==> config.mk <==
export PLATFORM = sky130hd
export DESIGN_NAME = opt_unlock_ctrl
export DESIGN_NICKNAME = d
export VERILOG_FILES = /design/src/rtl/opt_unlock_pkg.sv /design/src/rtl/opt_key_fsm.sv /design/src/rtl/opt_wr_gate.sv /design/src/rtl/opt_unlock_ctrl.sv
export SDC_FILE = /design/constraint.sdc
export NUM_CORES = 1
export LEC_CHECK = 0
export BUFFER_PORTS_ARGS = -buffer_cell sky130_fd_sc_hd__clkbuf_2
export CELL_PAD_IN_SITES_DETAIL_PLACEMENT = 0
export CELL_PAD_IN_SITES_GLOBAL_PLACEMENT = 1
export CORE_ASPECT_RATIO = 0.5
export CORE_MARGIN = 2
export CORE_UTILIZATION = 26
export CTS_BUF_LIST = sky130_fd_sc_hd__clkbuf_8 sky130_fd_sc_hd__clkbuf_16
export CTS_CLUSTER_DIAMETER = 80
export DETAILED_ROUTE_END_ITERATION = 8
export MAX_ROUTING_LAYER = met4
export PLACE_DENSITY_LB_ADDON = 0.2
export SKIP_LAST_GASP = 1
export SYNTH_ARGS = -nofsm -noshare
export SYNTH_HDL_FRONTEND = slang
export SYNTH_SLANG_ARGS = --single-unit
==> constraint.sdc <==
create_clock -name clk -period 2.3 [get_ports clk]
set_input_delay 0.69 -clock clk [delete_from_list [all_inputs] [get_ports clk]]
set_output_delay 0.69 -clock clk [all_outputs]
set_load 0.02 [all_outputs]
==> src/rtl/opt_unlock_pkg.sv <==
package opt_unlock_pkg;

    localparam int unsigned KEY_W_DEF = 32;
    localparam logic [31:0] KEY1_DEF  = 32'h0819_2A3B;
    localparam logic [31:0] KEY2_DEF  = 32'h4C5D_6E7F;

    typedef enum logic [1:0] {
        ST_LOCKED   = 2'd0,
        ST_KEY1_OK  = 2'd1,
        ST_UNLOCKED = 2'd2,
        ST_LOCKOUT  = 2'd3
    } unlock_state_e;

endpackage

==> src/rtl/opt_key_fsm.sv <==
module opt_key_fsm
    import opt_unlock_pkg::*;
#(
    parameter int unsigned       KEY_W = KEY_W_DEF,
    parameter logic [KEY_W-1:0]  KEY1  = KEY1_DEF[KEY_W-1:0],
    parameter logic [KEY_W-1:0]  KEY2  = KEY2_DEF[KEY_W-1:0]
) (
    input  logic             clk,
    input  logic             rst_n,
    input  logic             main_locked,
    input  logic             lock_req,
    input  logic             key_wr_en,
    input  logic [KEY_W-1:0] key_wr_data,
    output logic             key_bad,
    output logic             opt_locked,
    output logic             key_lockout,
    output logic             key_stage
);

    unlock_state_e state_q, state_d;

    logic hit1, hit2;
    assign hit1 = (key_wr_data == KEY1);
    assign hit2 = (key_wr_data == KEY2);

    // state register
    always_ff @(posedge clk) begin
        if (!rst_n) state_q <= ST_LOCKED;
        else        state_q <= state_d;
    end

    // next state and key error
    always_comb begin
        state_d = state_q;
        key_bad = 1'b0;
        unique case (state_q)
            ST_LOCKED: begin
                if (lock_req) begin
                    state_d = ST_LOCKED;
                end else if (key_wr_en) begin
                    if (!main_locked && hit1) begin
                        state_d = ST_KEY1_OK;
                    end else begin
                        state_d = ST_LOCKOUT;
                        key_bad = 1'b1;
                    end
                end
            end
            ST_KEY1_OK: begin
                if (lock_req) begin
                    state_d = ST_LOCKED;
                end else if (key_wr_en) begin
                    if (!main_locked && hit2) begin
                        state_d = ST_UNLOCKED;
                    end else begin
                        state_d = ST_LOCKOUT;
                        key_bad = 1'b1;
                    end
                end
            end
            ST_UNLOCKED: begin
                if (lock_req) state_d = ST_LOCKED;
            end
            ST_LOCKOUT: begin
                state_d = ST_LOCKOUT;
                key_bad = key_wr_en && !lock_req;
            end
        endcase
    end

    // status outputs
    always_comb begin
        opt_locked  = (state_q != ST_UNLOCKED);
        key_lockout = (state_q == ST_LOCKOUT);
        key_stage   = (state_q == ST_KEY1_OK);
    end

endmodule

==> src/rtl/opt_wr_gate.sv <==
module opt_wr_gate #(
    parameter int unsigned OPT_W = 32
) (
    input  logic             clk,
    input  logic             rst_n,
    input  logic             opt_locked,
    input  logic             flash_busy,
    input  logic             pe_suspended,
    input  logic             opt_wr_en,
    input  logic [OPT_W-1:0] opt_wr_data,
    input  logic             key_bad,
    output logic             opt_we,
    output logic [OPT_W-1:0] opt_wdata,
    output logic             bus_err
);

    logic allow;
    assign allow = !opt_locked && !flash_busy && !pe_suspended;

    always_ff @(posedge clk) begin
        if (!rst_n) begin
            opt_we    <= 1'b0;
            opt_wdata <= '0;
            bus_err   <= 1'b0;
        end else begin
            opt_we  <= opt_wr_en && allow;
            bus_err <= key_bad || (opt_wr_en && !allow);
            if (opt_wr_en && allow) opt_wdata <= opt_wr_data;
        end
    end

endmodule

==> src/rtl/opt_unlock_ctrl.sv <==
module opt_unlock_ctrl
    import opt_unlock_pkg::*;
#(
    parameter int unsigned       KEY_W = KEY_W_DEF,
    parameter int unsigned       OPT_W = 32,
    parameter logic [KEY_W-1:0]  KEY1  = KEY1_DEF[KEY_W-1:0],
    parameter logic [KEY_W-1:0]  KEY2  = KEY2_DEF[KEY_W-1:0]
) (
    input  logic             clk,
    input  logic             rst_n,
    input  logic             main_locked,
    input  logic             main_lock_set,
    input  logic             lock_wr_en,
    input  logic             key_wr_en,
    input  logic [KEY_W-1:0] key_wr_data,
    input  logic             opt_wr_en,
    input  logic [OPT_W-1:0] opt_wr_data,
    input  logic             flash_busy,
    input  logic             pe_suspended,
    output logic             opt_we,
    output logic [OPT_W-1:0] opt_wdata,
    output logic             bus_err,
    output logic             opt_locked,
    output logic             key_lockout,
    output logic             key_stage
);

    logic lock_req;
    logic key_bad;

    assign lock_req = main_lock_set || lock_wr_en;

    opt_key_fsm #(
        .KEY_W (KEY_W),
        .KEY1  (KEY1),
        .KEY2  (KEY2)
    ) fsm_i (
        .clk         (clk),
        .rst_n       (rst_n),
        .main_locked (main_locked),
        .lock_req    (lock_req),
        .key_wr_en   (key_wr_en),
        .key_wr_data (key_wr_data),
        .key_bad     (key_bad),
        .opt_locked  (opt_locked),
        .key_lockout (key_lockout),
        .key_stage   (key_stage)
    );

    opt_wr_gate #(
        .OPT_W (OPT_W)
    ) gate_i (
        .clk          (clk),
        .rst_n        (rst_n),
        .opt_locked   (opt_locked),
        .flash_busy   (flash_busy),
        .pe_suspended (pe_suspended),
        .opt_wr_en    (opt_wr_en),
        .opt_wr_data  (opt_wr_data),
        .key_bad      (key_bad),
        .opt_we       (opt_we),
        .opt_wdata    (opt_wdata),
        .bus_err      (bus_err)
    );

endmodule

Word level (Yosys, flattened, before mapping)
Index checks and enable logic that the tools add are counted.
{"block": "word_totals", "reg_bits": 36, "inputBits": 73, "output_inout_bits": 37, "word_cells": 45}
{"block": "op_classes", "eq_ne": 9, "mux": 15, "n_reduce_logical": 17}
{"operator": "32-bit by 28-bit == test with 1-bit output, second input constant", "n": 1}
{"operator": "32-bit by 31-bit == test with 1-bit output, second input constant", "n": 1}
{"operator": "2-bit two-way mux", "n": 6}
{"operator": "2-bit one-hot mux with 4 select lines", "n": 1}
{"operator": "1-bit logical AND", "n": 7}
{"operator": "1-bit two-way mux", "n": 7}
{"operator": "1-bit logical NOT", "n": 6}
{"operator": "3-bit by 2-bit inequality test with 1-bit output, second input constant", "n": 2}
{"operator": "2-bit == test, second input constant", "n": 2}
{"operator": "1-bit one-hot mux with 3 select lines", "n": 1}
{"operator": "3-bit AND reduction", "n": 1}
{"operator": "2-bit by 1-bit == test with 1-bit output, second input constant", "n": 1}
{"operator": "2-bit logical NOT", "n": 1}
{"operator": "1-bit logical OR", "n": 2}
{"operator": "2-bit by 1-bit inequality test with 1-bit output, second input constant", "n": 1}
{"operator": "2-bit inequality test, second input constant", "n": 1}

Logic depth before layout (Yosys ltp)
Gate-level depths: netlist (run 1).
{"block": "depth", "depth_word": 7, "mapped_depth": 6, "depth_no_buf": 4}

Cells and area by module
A second synthesis (run 1) with hierarchy kept.
{"block": "unflattened", "hier_cells": 180, "hier_area_um2": 1666.6}
{"mod": "opt_wr_gate", "n_inst": 1, "cells_per_inst": 146, "area_per_inst_um2": 1390.1, "seq_area_each_um2": 680.7}
{"mod": "opt_key_fsm", "n_inst": 1, "cells_per_inst": 33, "area_per_inst_um2": 270.3, "seq_area_each_um2": 40.0}
{"mod": "opt_unlock_ctrl", "n_inst": 1, "cells_per_inst": 1, "area_per_inst_um2": 6.3, "seq_area_each_um2": 0.0}

Worst setup path after synthesis (run 1)
No wires, ideal clock.
{"block": "synth_path", "path_kind": "input port to flip-flop", "startpoint": "in key_wr_data[22]", "endpoint": "reg gate_i.bus_err", "arrival_ns": 1.705, "setup_slack_ns": 0.459, "path_stages": 4, "path_cell_list": "nand2_1 -> or4_4 -> a2111oi_2 -> o32ai_1"}
{"block": "synth_between", "elab_chain_cells": 7, "word_cells_on_any_way": 12}
{"element": "start, declared", "line": "opt_unlock_ctrl.sv:15", "text": "input logic [KEY_W-1:0] key_wr_data,"}
{"element": "32-bit by 31-bit == test with 1-bit output or 32-bit by 28-bit == test with 1-bit output (tied branches)", "line": "opt_key_fsm.sv:24, opt_key_fsm.sv:23"}
{"element": "1-bit logical AND, on equally long branches", "line": "opt_key_fsm.sv:53, opt_key_fsm.sv:41"}
{"element": "1-bit two-way mux, on equally long branches", "line": "opt_key_fsm.sv:53, opt_key_fsm.sv:41"}
{"element": "1-bit two-way mux, on equally long branches", "line": "opt_key_fsm.sv:52, opt_key_fsm.sv:40"}
{"element": "1-bit two-way mux, on equally long branches", "line": "opt_key_fsm.sv:50, opt_key_fsm.sv:38"}
{"element": "1-bit one-hot mux with 3 select lines *", "line": "opt_key_fsm.sv:36", "text": "unique case (state_q)"}
{"element": "1-bit logical OR *", "line": "opt_wr_gate.sv:27", "text": "bus_err <= key_bad || (opt_wr_en && !allow);"}
{"element": "end signal, assigned", "line": "opt_wr_gate.sv:27"}
{"element": "end, declared", "line": "opt_wr_gate.sv:14", "text": "output logic bus_err"}
Every way passes the cells marked *; elsewhere a longest branch is shown, timed or not.
A chain may end at the register's enable or synchronous reset.

Worst setup path after layout (run 1)
{"block": "layout_path", "startpoint": "reg fsm_i.state_q[1]", "endpoint": "out opt_locked"}
{"block": "layout_between", "elab_chain_cells": 1}
{"element": "start, declared", "line": "opt_key_fsm.sv:20", "text": "unlock_state_e state_q, state_d;"}
{"element": "start signal, assigned", "line": "opt_key_fsm.sv:29", "text": "else state_q <= state_d;"}
{"element": "2-bit inequality test", "line": "opt_key_fsm.sv:73", "text": "opt_locked = (state_q != ST_UNLOCKED);"}
{"element": "end, declared", "line": "opt_unlock_ctrl.sv:23", "text": "output logic opt_locked,"}
No other way between the ends.

==> qor.yml, run 1 <==
path_max_fanout: 8
ys_seq_area_frac: 0.489
critPathMaxStageDelay_ns: 0.42
post_cts_resized: 0
fin_cells: 364
ctsHoldBuffers: 0
endpoint: "opt_locked"
p_leak_nw: 1.03
grt_usage: 0.121
syn_to_final_growth_pct: 54.5
period_share: 0.783
via_count: 1571
finalSetupTns_ns: 0
worstPathCellList: "or2b_1, clkbuf_2"
cts_tree: "done"
syn_nets: 255
start_util: 0.270
clockRootBuffer: "clkbuf_16"
rr_endpoint: "gate_i.bus_err"
synth_top_area_frac: 0.489
slew_headroom: 0.570
htree_levels: 2
wl_per_cell_um: 10.4
cts.path.max_buffers: 2
clkSlewWorstSetupHoldPaths_ns: 0.05
synth-edff-count: 0
yosysWarnings: 0
p_comb_frac: 0.071
cap_viol_max_count: 0
status: "completed"
crit_path_end_kind: "output port"
drc: 0
synth-seq-cells: 36
grt_overflow_total: 0
worstSkewPairLatency_ns: 0.27
async_reset_ff_frac: 0
p_clk_frac: 0.518
die_area_um2: 6330
netlist_area_um2: 1480
via_per_inst: 4.32
required_ns: 1.61
startpoint: "fsm_i.state_q[1]"
fin_skew_ns: 0.00199
grt_pass1_wl_um: 6080
switching_share: 0.182
post_route_cells_drive_above_1_share: 0.443
dp_hpwl_um: 2950
synthDistinctLibCells: 31
cts_buffers: 5
gp_congestion: 0.746
rsz0062_at_grt: "false"
hold_class: "flip-flop to flip-flop"
power_density_nw_per_um2: 676
ir_drop_uv: 332
worst_pin_slew_ns: 0.644
n_antenna_cell: 0
ys_top_cells_by_area: "dfxtp_1 (49%), nand2_1 (18%), a21boi_1 (6.6%)"
hold_viol: 0
port_buffers: 109
maxSlewViolCount: 0
synth_flop_cell: "dfxtp_1"
synth_top_cell_by_area: "dfxtp_1"
row_count: 19
die_h_um: 57.3
grt_start_max_net_pins: 33
switching_power_mw: 0.280
total_power_mw: 1.54
ant_nets: 0
r2r_cells: 4
min_period_ns: 1.80
firstDrtPassIters: 4
grt_pass1_vias: 1455
clock-sinks: 36
cp_slowest_cell: "dfxtp_1"
antenna_found_initial: 0
timing_worst_setup_path_type: "flip-flop to output port"
syn_inst: 182
core_um2: 5470
p_int_mw: 1.26
setup_viol: 0
postCtsSetupRepairBufs: 0
r2r-start: "fsm_i.state_q[1]"
routed_wl_um: 3790
initialDrtViolationCount: 41
timing.hold.ws_ns: 0.452
crit_path_start_kind: "flip-flop"
cp.depth: 2
io_pins: 110
seq_power_share: 0.411
crit_buf_inv: 1
max_freq_mhz: 555
nNetsFinal: 363
critical_path.top_delay_family: "flip-flops"
syn_area_per_cell_um2: 8.11
cp_data_arrival_time_ns: 1.11
dieWidth_um: 111
r2r_setup_slack_ns: 0.53
placedCellCount: 356
[kinds of logic after synthesis]
family,Yosys count,share of synthesized area
AND/OR/NAND/NOR,96,0.311
flip-flops,36,0.489
AO/OA/AOI/OAI,38,0.166
buffers and inverters,12,0.0339
[cell usage after synthesis, drive strengths merged (2+ instances only)]
cell / n
nand2: 71
dfxtp: 36
a21oi: 19
a21boi: 13
clkbuf: 6
buf: 4
nor4b: 4
nor2: 3
and2: 2
and2b: 2
inv: 2
nand4: 2
nor3: 2
nor4: 2
[power by group through the flow]
stage | logic, mW | clock network, mW | registers, mW
6_report | 0.109 | 0.798 | 0.633
5_1_grt | 0.122 | 0.850 | 0.633
4_1_cts | 0.112 | 0.826 | 0.633
3_5_place_dp | 0.111 | 0 | 0.647
3_3_place_gp | 0.110 | 0 | 0.647
2_1_floorplan | 0.0327 | 0 | 0.651
[worst register-to-register path: stages (launching register included)]
cell and delay [ns]:
dfxtp_1 0.36, nand2b_2 0.22, or4_4 0.54, a2111oi_2 0.39
o32ai_1 0.14
[cell type report]
cell class | count | area (µm²)
Timing Repair Buffer | 111 | 573
Multi-Input combinational cell | 134 | 704
Clock buffer | 7 | 153
Inverter | 2 | 7.51
Fill cell | 588 | 3190
Sequential cell | 36 | 721
Tap cell | 73 | 91.3
Clock inverter | 1 | 30.0
[how the worst min path moves through the flow]
| stage | end | cells past startpoint | slack, ns | from |
|---|---|---|---|---|
| floorplan | fsm_i.state_q[1] | 2 | 0.53 | fsm_i.state_q[1] |
| global placement | gate_i.opt_wdata[26] | 2 | 0.44 | gate_i.opt_wdata[26] |
| detailed placement | gate_i.opt_wdata[20] | 2 | 0.45 | gate_i.opt_wdata[20] |
| CTS | gate_i.opt_wdata[20] | 2 | 0.46 | gate_i.opt_wdata[20] |
| global route | gate_i.opt_wdata[19] | 2 | 0.47 | gate_i.opt_wdata[19] |
| finish | gate_i.opt_wdata[26] | 2 | 0.45 | gate_i.opt_wdata[26] |
[registers in the layout, indices dropped and copies added, names as in the netlist]
name / cells
gate_i.opt_we: 1
gate_i.opt_wdata: 32
gate_i.bus_err: 1
fsm_i.state_q: 2
[routing by layer]
metal / track usage / part of all wire
met1: 0.138 / 0.45
met5: - / 0
met2: 0.203 / 0.47
met4: 0.0375 / 0.0071
met3: 0.0414 / 0.076
[cell usage in the layout (no fill, tap or decap), drive strengths merged, types with 3 or more instances in the layout]
cell	synthesis	layout
clkbuf	6	116
nand2	71	71
dfxtp	36	36
a21oi	19	19
a21boi	13	13
nor4b	4	4
nor2	3	3
[stage by stage]
stage	util	worst slack, ns	instance area, µm²
6_report	0.417	0.500	2280
5_1_grt	0.417	0.430	2280
4_1_cts	0.417	0.468	2280
3_5_place_dp	0.384	0.285	2100
3_3_place_gp	0.384	0.312	2100
2_1_floorplan	-	0.459	1480
(Power assumes the default switching activity.)
==> run 2: changes to the inputs <==
--- a/config.mk
+++ b/config.mk
@@ -10,7 +10,7 @@
 export CELL_PAD_IN_SITES_GLOBAL_PLACEMENT = 1
 export CORE_ASPECT_RATIO = 0.5
 export CORE_MARGIN = 2
-export CORE_UTILIZATION = 26
+export CORE_UTILIZATION = 24
 export CTS_BUF_LIST = sky130_fd_sc_hd__clkbuf_8 sky130_fd_sc_hd__clkbuf_16
 export CTS_CLUSTER_DIAMETER = 80
 export DETAILED_ROUTE_END_ITERATION = 8
==> constraint.sdc (replaced) <==
create_clock -name clk -period 1.6 [get_ports clk]
set_input_delay 0.48 -clock clk [delete_from_list [all_inputs] [get_ports clk]]
set_output_delay 0.48 -clock clk [all_outputs]
set_load 0.02 [all_outputs]
==> run 2 against run 1 <==
Compared with the run above: via count grew 6.5%; hold slack lost 0.040 ns; count of clock-buffer cells in the layout shrank 1; global-route usage grew 0.71 points; non-clock buffer count grew 15; die area grew 7.9%; first-iteration DRC count shrank 22%; highest routed layer unchanged; clock power grew 18%; setup slack lost 0.49 ns; clock skew is essentially flat.
==> qor.yml, run 2 (synthesized netlist as in run 1, its figures left out) <==
r2r-start: "fsm_i.state_q[1]"
worstPathCellList: "buf_6, or2b_1, clkbuf_8"
cts_tree: "done"
die_area_um2: 6830
port_buffers: 109
drc: 0
rr_endpoint: "gate_i.bus_err"
cap_viol_max_count: 0
fin_skew_ns: 0.00180
startpoint: "fsm_i.state_q[1]"
wl_per_cell_um: 10.8
max_freq_mhz: 630
r2r_cells: 4
period_share: 0.993
syn_to_final_growth_pct: 62.0
cp_slowest_cell: "dfxtp_2"
cp_data_arrival_time_ns: 1.11
gp_congestion: 0.717
final_cell_mix: "clkbuf_2 (107), nand2_1 (71), dfxtp_1 (34)"
via_per_inst: 4.37
routed_wl_um: 4150
slew_headroom: 0.771
ir_drop_uv: 332
cts_buffers: 5
critPathMaxStageDelay_ns: 0.33
placedCellCount: 374
io_pins: 110
initialDrtViolationCount: 32
path_max_fanout: 7
min_period_ns: 1.59
seq_area_um2: 726
via_count: 1673
ctsHoldBuffers: 0
top_register: "gate_i.opt_wdata"
grt_overflow_total: 0
antenna_found_initial: 0
final_common_cell: "clkbuf_2"
hold_viol: 0
worstSkewPairLatency_ns: 0.27
final_util: 0.398
timing_worst_setup_path_type: "flip-flop to output port"
crit_path_start_kind: "flip-flop"
n_fill_cell: 666
htree_levels: 2
largest_reg_flops: 32
maxSlewViolCount: 0
multi_input_area_um2: 722
post_route_cells_drive_above_1_share: 0.471
required_ns: 1.12
grt_usage: 0.128
crit_buf_inv: 2
setup_viol: 0
ant_nets: 0
clockRootBuffer: "clkbuf_16"
clkSlewWorstSetupHoldPaths_ns: 0.05
endpoint: "opt_locked"
dieWidth_um: 115
hold_class: "input pin to flip-flop"
firstDrtPassIters: 4
start_util: 0.246
worst_pin_slew_ns: 0.339
cts.path.max_buffers: 2
fin_cells: 383
grt_pass1_wl_um: 6510
cp.depth: 3
top_regs: "gate_i.opt_wdata: 32 flops, fsm_i.state_q: 2 flops"
rsz0062_at_grt: "true"
row_count: 20
power_density_nw_per_um2: 851
crit_path_end_kind: "output port"
dp_hpwl_um: 3380
nNetsFinal: 378
p_leak_nw: 1.09
r2r_setup_slack_ns: 0.07
grt_start_max_net_pins: 20
status: "completed"
n_antenna_cell: 0
critical_path.top_delay_family: "flip-flops"
die_h_um: 59.4
grt_pass1_vias: 1515
clock-sinks: 36
core_um2: 6010
-- run 2: layer usage --
metal / up-vias / track usage / wire, µm
li1: 857 / - / -
met1: 749 / 0.141 / 1740
met2: 65 / 0.220 / 2000
met3: 2 / 0.0470 / 385
met4: 0 / 0.0361 / 24
met5: - / - / 0
-- run 2: repair_timing --
action,4_1_cts,5_1_grt
endpoints found under the setup margin,3,2
setup buffers,1,0
resized for setup,5,4
-- run 2: metrics by stage --
step	setup TNS [ns]	cell area (µm²)	hold slack [ns]	total power, mW	setup slack (ns)
global placement	-0.203	2210	0.442	1.11	-0.103
global route	-0.0280	2390	0.423	2.13	-0.0280
finish	0	2390	0.412	2.03	0.0116
floorplan	0	1490	0.533	0.984	0.0461
detailed placement	-0.299	2210	0.447	1.11	-0.114
CTS	0	2380	0.408	2.07	0.00623
-- run 2: report_power, final --
group          internal, mW  switching (mW)  total [mW]
Clock                 0.607           0.335       0.942
Sequential            0.904         0.00493       0.909
Combinational         0.107          0.0758       0.183
Total                  1.62           0.416        2.03
-- run 2: area by class of cell --
| class | count | area share |
|---|---|---|
| Inverter | 2 | 0.00314 |
| Multi-Input combinational cell | 134 | 0.302 |
| Sequential cell | 36 | 0.304 |
| Clock inverter | 2 | 0.00314 |
| Tap cell | 77 | 0.0403 |
| Clock buffer | 6 | 0.0581 |
| Timing Repair Buffer | 126 | 0.290 |
-- run 2: worst min path at each step --
stage,startpoint,end,slack (ns),depth (start not counted)
after floorplan,gate_i.opt_wdata[17],gate_i.opt_wdata[17],0.53,2
after global placement,gate_i.opt_wdata[28],gate_i.opt_wdata[28],0.44,2
after detailed placement,gate_i.opt_wdata[28],gate_i.opt_wdata[28],0.45,2
after CTS,key_wr_en,fsm_i.state_q[0],0.41,2
after global routing,opt_wr_data[31],gate_i.opt_wdata[31],0.42,3
final,key_wr_en,fsm_i.state_q[0],0.41,2
